<file path="config.mk">
export PLATFORM = sky130hd
export DESIGN_NAME = lcdr_top
export DESIGN_NICKNAME = d
export VERILOG_FILES = /design/src/rtl/lcdr_pkg.sv /design/src/rtl/lcdr_regs.sv /design/src/rtl/lcdr_evt.sv /design/src/rtl/lcdr_top.sv
export SDC_FILE = /design/constraint.sdc
export NUM_CORES = 1
export LEC_CHECK = 0
export ABC_AREA = 1
export BUFFER_PORTS_ARGS = -buffer_cell sky130_fd_sc_hd__buf_2
export CAP_MARGIN = 10
export CORE_ASPECT_RATIO = 1.5
export CORE_MARGIN = 2
export CORE_UTILIZATION = 30
export CTS_BUF_LIST = sky130_fd_sc_hd__clkbuf_4 sky130_fd_sc_hd__clkbuf_8
export DETAILED_ROUTE_END_ITERATION = 8
export MAX_ROUTING_LAYER = met4
export PLACE_DENSITY_LB_ADDON = 0.05
export RECOVER_POWER = 50
export SLEW_MARGIN = 20
export SYNTH_ARGS = -nofsm -noshare
export SYNTH_HDL_FRONTEND = slang
export SYNTH_HIERARCHICAL = 1
export SYNTH_SLANG_ARGS = --single-unit
export TNS_END_PERCENT = 30
</file>
<file path="constraint.sdc">
create_clock -name clk_i -period 1.5 [get_ports clk_i]
set_input_delay 0.075 -clock clk_i [delete_from_list [all_inputs] [get_ports clk_i]]
set_output_delay 0.075 -clock clk_i [all_outputs]
set_load 0.02 [all_outputs]
</file>
<file path="src/rtl/lcdr_pkg.sv">
package lcdr_pkg;
    localparam logic [31:0] CTRL_KEEP_MASK = 32'h01CF_F300;
    localparam logic [31:0] CTRL_RD_ONES   = 32'hFE00_0C34;
    localparam logic [31:0] TIM0_RD_ONES   = 32'h0000_000F;
    localparam logic [31:0] TIM2_RD_ONES   = 32'hFC00_0000;
    localparam logic [31:0] SUBP_KEEP_MASK = 32'hA1FF_FFFF;

    localparam int IDX_CTRL = 0;
    localparam int IDX_TIM0 = 1;
    localparam int IDX_TIM1 = 2;
    localparam int IDX_TIM2 = 3;
    localparam int IDX_STAT = 4;
    localparam int IDX_SUBP = 5;

    typedef struct packed {
        logic        en;
        logic        mono;
        logic [1:0]  ie;
        logic        tft;
        logic [1:0]  plm;
        logic [31:0] rest;
    } ctrl_t;

    typedef struct packed {
        logic frame;
        logic pal;
        logic sync;
    } flags_t;
endpackage

</file>
<file path="src/rtl/lcdr_regs.sv">
module lcdr_regs
    import lcdr_pkg::*;
#(
    parameter int ADDR_W = 8,
    parameter int CNT_W  = 10
) (
    input  logic                clk_i,
    input  logic                rst_ni,
    input  logic                sel_i,
    input  logic                we_i,
    input  logic [ADDR_W-1:0]   addr_i,
    input  logic [31:0]         wdata_i,
    input  flags_t              flags_i,
    output logic [31:0]         rdata_o,
    output ctrl_t               ctrl_o,
    output logic [CNT_W-1:0]    hcnt_o,
    output logic [31-CNT_W:0]   hext_o,
    output logic [CNT_W-1:0]    vcnt_o,
    output logic [31-CNT_W:0]   vext_o,
    output logic [31:0]         tim2_o,
    output logic [31:0]         subp_o
);
    localparam int IW = ADDR_W - 2;

    typedef struct packed {
        ctrl_t              ctrl;
        logic [CNT_W-1:0]   hcnt;
        logic [31-CNT_W:0]  hext;
        logic [CNT_W-1:0]   vcnt;
        logic [31-CNT_W:0]  vext;
        logic [31:0]        tim2;
        logic [31:0]        subp;
    } regs_t;

    regs_t r_d, r_q;
    logic [IW-1:0] idx;
    logic          aligned;

    assign idx     = addr_i[ADDR_W-1:2];
    assign aligned = (addr_i[1:0] == 2'b00);

    always_comb begin
        r_d = r_q;
        if (sel_i && we_i && aligned) begin
            case (idx)
                IW'(IDX_CTRL): begin
                    r_d.ctrl.en   = wdata_i[0];
                    r_d.ctrl.mono = wdata_i[1];
                    r_d.ctrl.ie   = wdata_i[4:3];
                    r_d.ctrl.tft  = wdata_i[7];
                    r_d.ctrl.plm  = wdata_i[21:20];
                    r_d.ctrl.rest = wdata_i & CTRL_KEEP_MASK;
                end
                IW'(IDX_TIM0): {r_d.hext, r_d.hcnt} = wdata_i;
                IW'(IDX_TIM1): {r_d.vext, r_d.vcnt} = wdata_i;
                IW'(IDX_TIM2): r_d.tim2 = wdata_i;
                IW'(IDX_SUBP): r_d.subp = wdata_i & SUBP_KEEP_MASK;
                default: ;
            endcase
        end
    end

    always_ff @(posedge clk_i) begin
        if (!rst_ni) r_q <= '0;
        else         r_q <= r_d;
    end

    always_comb begin
        rdata_o = '0;
        if (sel_i && !we_i && aligned) begin
            case (idx)
                IW'(IDX_CTRL): rdata_o = r_q.ctrl.rest | CTRL_RD_ONES
                                       | (32'(r_q.ctrl.tft) << 23)
                                       | (32'(r_q.ctrl.plm) << 20)
                                       | (32'(r_q.ctrl.tft) << 7)
                                       | (32'(r_q.ctrl.ie) << 3)
                                       | (32'(r_q.ctrl.mono) << 1)
                                       | 32'(r_q.ctrl.en);
                IW'(IDX_TIM0): rdata_o = {r_q.hext, r_q.hcnt} | TIM0_RD_ONES;
                IW'(IDX_TIM1): rdata_o = {r_q.vext, r_q.vcnt};
                IW'(IDX_TIM2): rdata_o = r_q.tim2 | TIM2_RD_ONES;
                IW'(IDX_STAT): rdata_o = 32'({flags_i.pal, 3'b000, flags_i.sync,
                                              1'b0, flags_i.frame});
                IW'(IDX_SUBP): rdata_o = r_q.subp;
                default:       rdata_o = '0;
            endcase
        end
    end

    assign ctrl_o = r_q.ctrl;
    assign hcnt_o = r_q.hcnt;
    assign hext_o = r_q.hext;
    assign vcnt_o = r_q.vcnt;
    assign vext_o = r_q.vext;
    assign tim2_o = r_q.tim2;
    assign subp_o = r_q.subp;
endmodule

</file>
<file path="src/rtl/lcdr_evt.sv">
module lcdr_evt
    import lcdr_pkg::*;
(
    input  logic       clk_i,
    input  logic       rst_ni,
    input  logic       en_i,
    input  logic [1:0] plm_i,
    input  logic [1:0] ie_i,
    input  logic       ev_frame_i,
    input  logic       ev_pal_i,
    input  logic       ev_sync_i,
    output flags_t     flags_o,
    output logic       start_o,
    output logic       stop_o,
    output logic       irq_o
);
    typedef struct packed {
        logic   en_prev;
        flags_t flags;
        logic   irq;
    } evst_t;

    evst_t s_d, s_q;

    assign start_o = en_i && !s_q.en_prev;
    assign stop_o  = !en_i && s_q.en_prev;

    always_comb begin
        s_d         = s_q;
        s_d.en_prev = en_i;
        if (ev_frame_i) s_d.flags.frame = 1'b1;
        if (ev_pal_i)   s_d.flags.pal   = 1'b1;
        if (ev_sync_i)  s_d.flags.sync  = 1'b1;
        if (start_o) begin
            s_d.flags.frame = 1'b0;
            s_d.flags.pal   = 1'b0;
        end
        if (stop_o) begin
            s_d.flags.sync = 1'b0;
            if (plm_i != 2'd1) s_d.flags.frame = 1'b1;
        end
        s_d.irq = (s_q.flags.frame && ie_i[0])
               || (s_q.flags.pal && ie_i[1])
               || s_q.flags.sync;
    end

    always_ff @(posedge clk_i) begin
        if (!rst_ni) s_q <= '0;
        else         s_q <= s_d;
    end

    assign flags_o = s_q.flags;
    assign irq_o   = s_q.irq;
endmodule

</file>
<file path="src/rtl/lcdr_top.sv">
module lcdr_top
    import lcdr_pkg::*;
#(
    parameter int ADDR_W = 8,
    parameter int CNT_W  = 10
) (
    input  logic               clk_i,
    input  logic               rst_ni,
    input  logic               bus_sel_i,
    input  logic               bus_we_i,
    input  logic [ADDR_W-1:0]  bus_addr_i,
    input  logic [31:0]        bus_wdata_i,
    output logic [31:0]        bus_rdata_o,
    input  logic               ev_frame_i,
    input  logic               ev_pal_i,
    input  logic               ev_sync_i,
    output logic               fetch_start_o,
    output logic               fetch_stop_o,
    output logic               irq_o,
    output logic               mono_o,
    output logic               tft_o,
    output logic [1:0]         plm_o,
    output logic [CNT_W-1:0]   pix_per_line_o,
    output logic [31-CNT_W:0]  hor_ext_o,
    output logic [CNT_W-1:0]   lines_o,
    output logic [31-CNT_W:0]  ver_ext_o,
    output logic [31:0]        tim2_o,
    output logic [31:0]        subpanel_o
);
    ctrl_t  ctrl;
    flags_t flags;
    logic   frame_flag, pal_flag, sync_flag;

    lcdr_regs #(.ADDR_W(ADDR_W), .CNT_W(CNT_W)) u_regs (
        .clk_i   (clk_i),
        .rst_ni  (rst_ni),
        .sel_i   (bus_sel_i),
        .we_i    (bus_we_i),
        .addr_i  (bus_addr_i),
        .wdata_i (bus_wdata_i),
        .flags_i (flags),
        .rdata_o (bus_rdata_o),
        .ctrl_o  (ctrl),
        .hcnt_o  (pix_per_line_o),
        .hext_o  (hor_ext_o),
        .vcnt_o  (lines_o),
        .vext_o  (ver_ext_o),
        .tim2_o  (tim2_o),
        .subp_o  (subpanel_o)
    );

    lcdr_evt u_evt (
        .clk_i      (clk_i),
        .rst_ni     (rst_ni),
        .en_i       (ctrl.en),
        .plm_i      (ctrl.plm),
        .ie_i       (ctrl.ie),
        .ev_frame_i (ev_frame_i),
        .ev_pal_i   (ev_pal_i),
        .ev_sync_i  (ev_sync_i),
        .flags_o    (flags),
        .start_o    (fetch_start_o),
        .stop_o     (fetch_stop_o),
        .irq_o      (irq_o)
    );

    assign frame_flag = flags.frame;
    assign pal_flag   = flags.pal;
    assign sync_flag  = flags.sync;
    assign mono_o     = ctrl.mono;
    assign tft_o      = ctrl.tft;
    assign plm_o      = ctrl.plm;
endmodule

</file>
* After elaboration in Yosys (flattened, before gate mapping)
Index checks and enable logic that the tools add are counted.
Storage, ports and cells: word-level logic and storage cells 59, bits of input ports 47, register bits 148, output and inout port bits 167
Operators by class: mux-type cells 7, bitwise logic cells 7, equal/unequal tests 6, reduce and logical (&&, ||, !) cells 22
Operators with widths (count):
- one-hot mux 32 bit (6 select lines) | 1
- two-way mux 32 bit | 1
- OR 32 x 1 -> 32 bit | 1
- OR 32 x 2 -> 32 bit | 1
- OR 32 x 22 -> 32 bit | 1
- OR 32 x 24 -> 32 bit | 1
- OR 32 x 5 -> 32 bit | 1
- OR 32 x 8 -> 32 bit | 1
- equality test 6 x 2 -> 1 bit (second input constant) | 2
- equality test 6 x 3 -> 1 bit (second input constant) | 2
- AND reduction 2 bit | 5
- logical AND 1 bit | 8
- equality test 6 x 1 -> 1 bit (second input constant) | 1
- zero test 6 bit | 1
- two-way mux 1 bit | 4
- OR reduction 2 bit | 2
- zero test 1 bit | 3
- zero test 2 bit | 1
- logical OR 1 bit | 2
- two-way mux 2 bit | 1
- inequality test 2 x 1 -> 1 bit (second input constant) | 1
- inverter 1 bit | 1

* Depth between registers and ports, before layout
depth after elaboration 8, gate-level depth with buffers 9

* By module
The synthesis kept the hierarchy.
Modules (own cells, without submodules):
- lcdr_regs | area each 6578.8 um2, cells an instance 968, sequential area each 2862.7 um2, instances 1
- lcdr_evt | area each 231.5 um2, cells an instance 32, sequential area each 100.1 um2, instances 1

* Least setup slack after synthesis
No wires, ideal clock.
path kind input to output, from input bus_addr_i[7], to output bus_rdata_o[20], buffers on the path 2, arrival time 1202 ps, required time 1425 ps, path slack 223 ps, stages on the path 9, path through nor2_4 > nand2_4 > nor2_2 > buf_4 > buf_4 > nand2_1 > nand3_1 > nor2_1 > nor2_1
On the way: longest elaborated chain between the ends 3, elaborated cells on any way between the ends 8
Ends and longest elaborated chain:
- from (decl) | line lcdr_top.sv:11 | input logic [ADDR_W-1:0] bus_addr_i,
- equality test 6 x 3 -> 1 bit, or another cell as far along | line lcdr_regs.sv:71 | case (idx)
- one-hot mux 32 bit (6 select lines) * | line lcdr_regs.sv:71
- two-way mux 32 bit * | line lcdr_regs.sv:70 | if (sel_i && !we_i && aligned) begin
- to (decl) | line lcdr_top.sv:13 | output logic [31:0] bus_rdata_o,
Every way passes the cells marked *; elsewhere a longest branch is shown, timed or not.

* Worst setup path after layout
from input bus_addr_i[6], to output bus_rdata_o[29]
Same word-level chain as after synthesis.

==> metrics.yaml <==
tritoncts: "built"
relSlewSlack_pct: 64.5
area_delta_synth_final_pct: 39.8
clk-insertion-delay-late_ns: 0.45
rsz0062_at_grt: "true"
seq_power_share_pct: 49.1
crit_arrival_ns: 1.47
path_class: "in -> out"
syn-cell-area_mm2: 0.00667
cpPeakStageDelay_ns: 0.26
hpwl_um: 19400
cts.sinks: 148
io_pins: 214
tightestPinTransition_ns: 0.533
critical_path.top_delay_family: "buffers and inverters"
fin_crit_ns: 1.55
power_leakage_uw: 0.00423
yosysWarningCount: 6
vias: 7350
synth_cells: 981
hp-class: "in -> reg"
p_int_uw: 6030
hold_viol: 0
num_antenna_cells: 0
grt_first_pass_wirelength_um: 42800
root_buffer: "clkbuf_8"
cap_violations: 0
gp_congestion: 0.777
critPathBufInv: 5
nNetsFinal: 1293
p_switching_uw: 2000
crit_fanout: 5
slew_violations: 0
violations: "negative setup slack"
std_cell_rows: 66
start_kind: "input port"
status: "complete, but fails checks"
max_freq_ghz: 0.647
overflow: 0
die-area_mm2: 0.0235
cts_buffer_depth: 2
grt_max_degree: 61
antenna_found_initial: 0
htreeDepth: 4
crit_required_ns: 1.42
clkPwrFrac_pct: 44.1
ant_nets: 0
crit_slowest_cell: "nor2_2"
io_buffers: 208
die_h_um: 187
grt_pass1_vias: 7361
irDropWorstVdd_v: 0.000541
crit_chain: "buf_6, nor2_2, nand2_8, buf_4, a21oi_4, inv_4, buf_4, nor2_1, buf_4"
dp_slack_ns: -0.126
power_frac_comb_pct: 6.8
end_kind: "output port"
core-area_mm2: 0.0217
drcViolationCount: 0
powerDensity_mw_per_mm2: 862
avgSynthCellArea_um2: 6.80
clk_pin_slew_ns: 0.07
start_util_pct: 30.7
vias_per_cell: 4.80
totalWireLength_um: 27800
die_w_um: 126
post_route_cells_drive_above_1_share_pct: 25.0
finalCritPeriodShare_pct: 103
grtUsageTotal_pct: 24.2
sw_frac_of_total_pct: 24.9
cts_buffers: 17
setup_viol: 17
crit_top_cell: "buf_4"
skew_ns: 0.0106
first_pass_iters: 4
nFillCells: 2378
utilization_pct: 42.9
wl_per_cell_um: 18.2
finalWorstSetupSlack_ns: -0.0463
drt-initial-drc-count: 397
[metal layers]
layer,GRT usage [%],wire length (µm),vias up
met5,-,0,-
met1,26.8,11400,3442
met3,3.33,1070,38
met4,8.76,590,0
li1,-,-,3664
met2,43.7,14800,206
[flip-flops by register name, indices dropped and copies added, names as in the netlist]
name and count:
u_regs/tim2_o 32, u_regs/subp_o 27, u_regs/hext_o 22, u_regs/vext_o 22
u_regs/ctrl_o 20, u_regs/hcnt_o 10, u_regs/vcnt_o 10, u_evt/flags_o 3
u_evt/irq_o 1, u_evt/s_q 1
[final cells by class]
cell class | instances | area, µm² | area share, %
multi-input combinational | 738 | 3270 | 35.1
clock inverter | 13 | 196 | 2.11
sequential | 148 | 2980 | 32.0
inverter | 31 | 123 | 1.32
clock buffer | 18 | 248 | 2.66
timing repair buffer | 310 | 2160 | 23.2
tap | 272 | 340 | 3.65
[metrics by stage]
step / TNS [ns] / hold slack, ns / instances / power, µW / instance area [µm²]
after floorplan: 0 / 0.173 / 985 / 4270 / 6680
after global placement: -3.72 / 0.306 / 1452 / 4500 / 8390
after detailed placement: -3.41 / 0.320 / 1452 / 4510 / 8390
after CTS: -0.0765 / 0.195 / 1519 / 8120 / 9220
after global routing: -3.68 / 0.224 / 1530 / 8340 / 9320
final: -0.254 / 0.215 / 1530 / 8030 / 9320
[worst min-delay path, stage by stage]
cell	delay, ns
clkbuf_1	0.11
nand4_2	0.25
nor3_1	0.09
nor2_1	0.09
[timing repair]
action / 4_1_cts / 5_1_grt
setup buffers: 0 / 9
endpoints found under the hold margin: 146 / 0
setup endpoints to repair: 4 / 20
hold buffers: 36 / 0
pin swaps: 3 / 9
gates resized for setup: 9 / 44
gates cloned: 0 / 2
[power by group through the flow]
stage / Clock [µW] / Sequential [µW] / Combinational, µW
floorplan: 0 / 4040 / 224
global placement: 0 / 4040 / 466
detailed placement: 0 / 4040 / 466
CTS: 3630 / 3950 / 541
global route: 3790 / 3950 / 600
finish: 3540 / 3950 / 545
[layout by cell type (no fill, tap or decap), types with 32 or more instances in the layout]
| cell | count |
|---|---|
| nand2_1 | 151 |
| clkbuf_1 | 38 |
| nor2_1 | 306 |
| dlygate4sd3_1 | 36 |
| nor3_1 | 32 |
| nand3_1 | 59 |
| dfxtp_1 | 136 |
| o21ai_0 | 116 |
| buf_4 | 46 |
| buf_2 | 154 |
[worst paths after layout]
check	start	to	slack, ns	cells after the start
min	bus_we_i	u_regs/vext_o[3]	0.21	4
max	bus_addr_i[6]	bus_rdata_o[29]	-0.05	9
min reg2reg	u_regs/ctrl_o[38]	u_evt/s_q[4]	0.46	2
max reg2reg	u_regs/ctrl_o[38]	u_evt/flags_o[2]	0.65	4
Power figures use the tool's default switching activity.
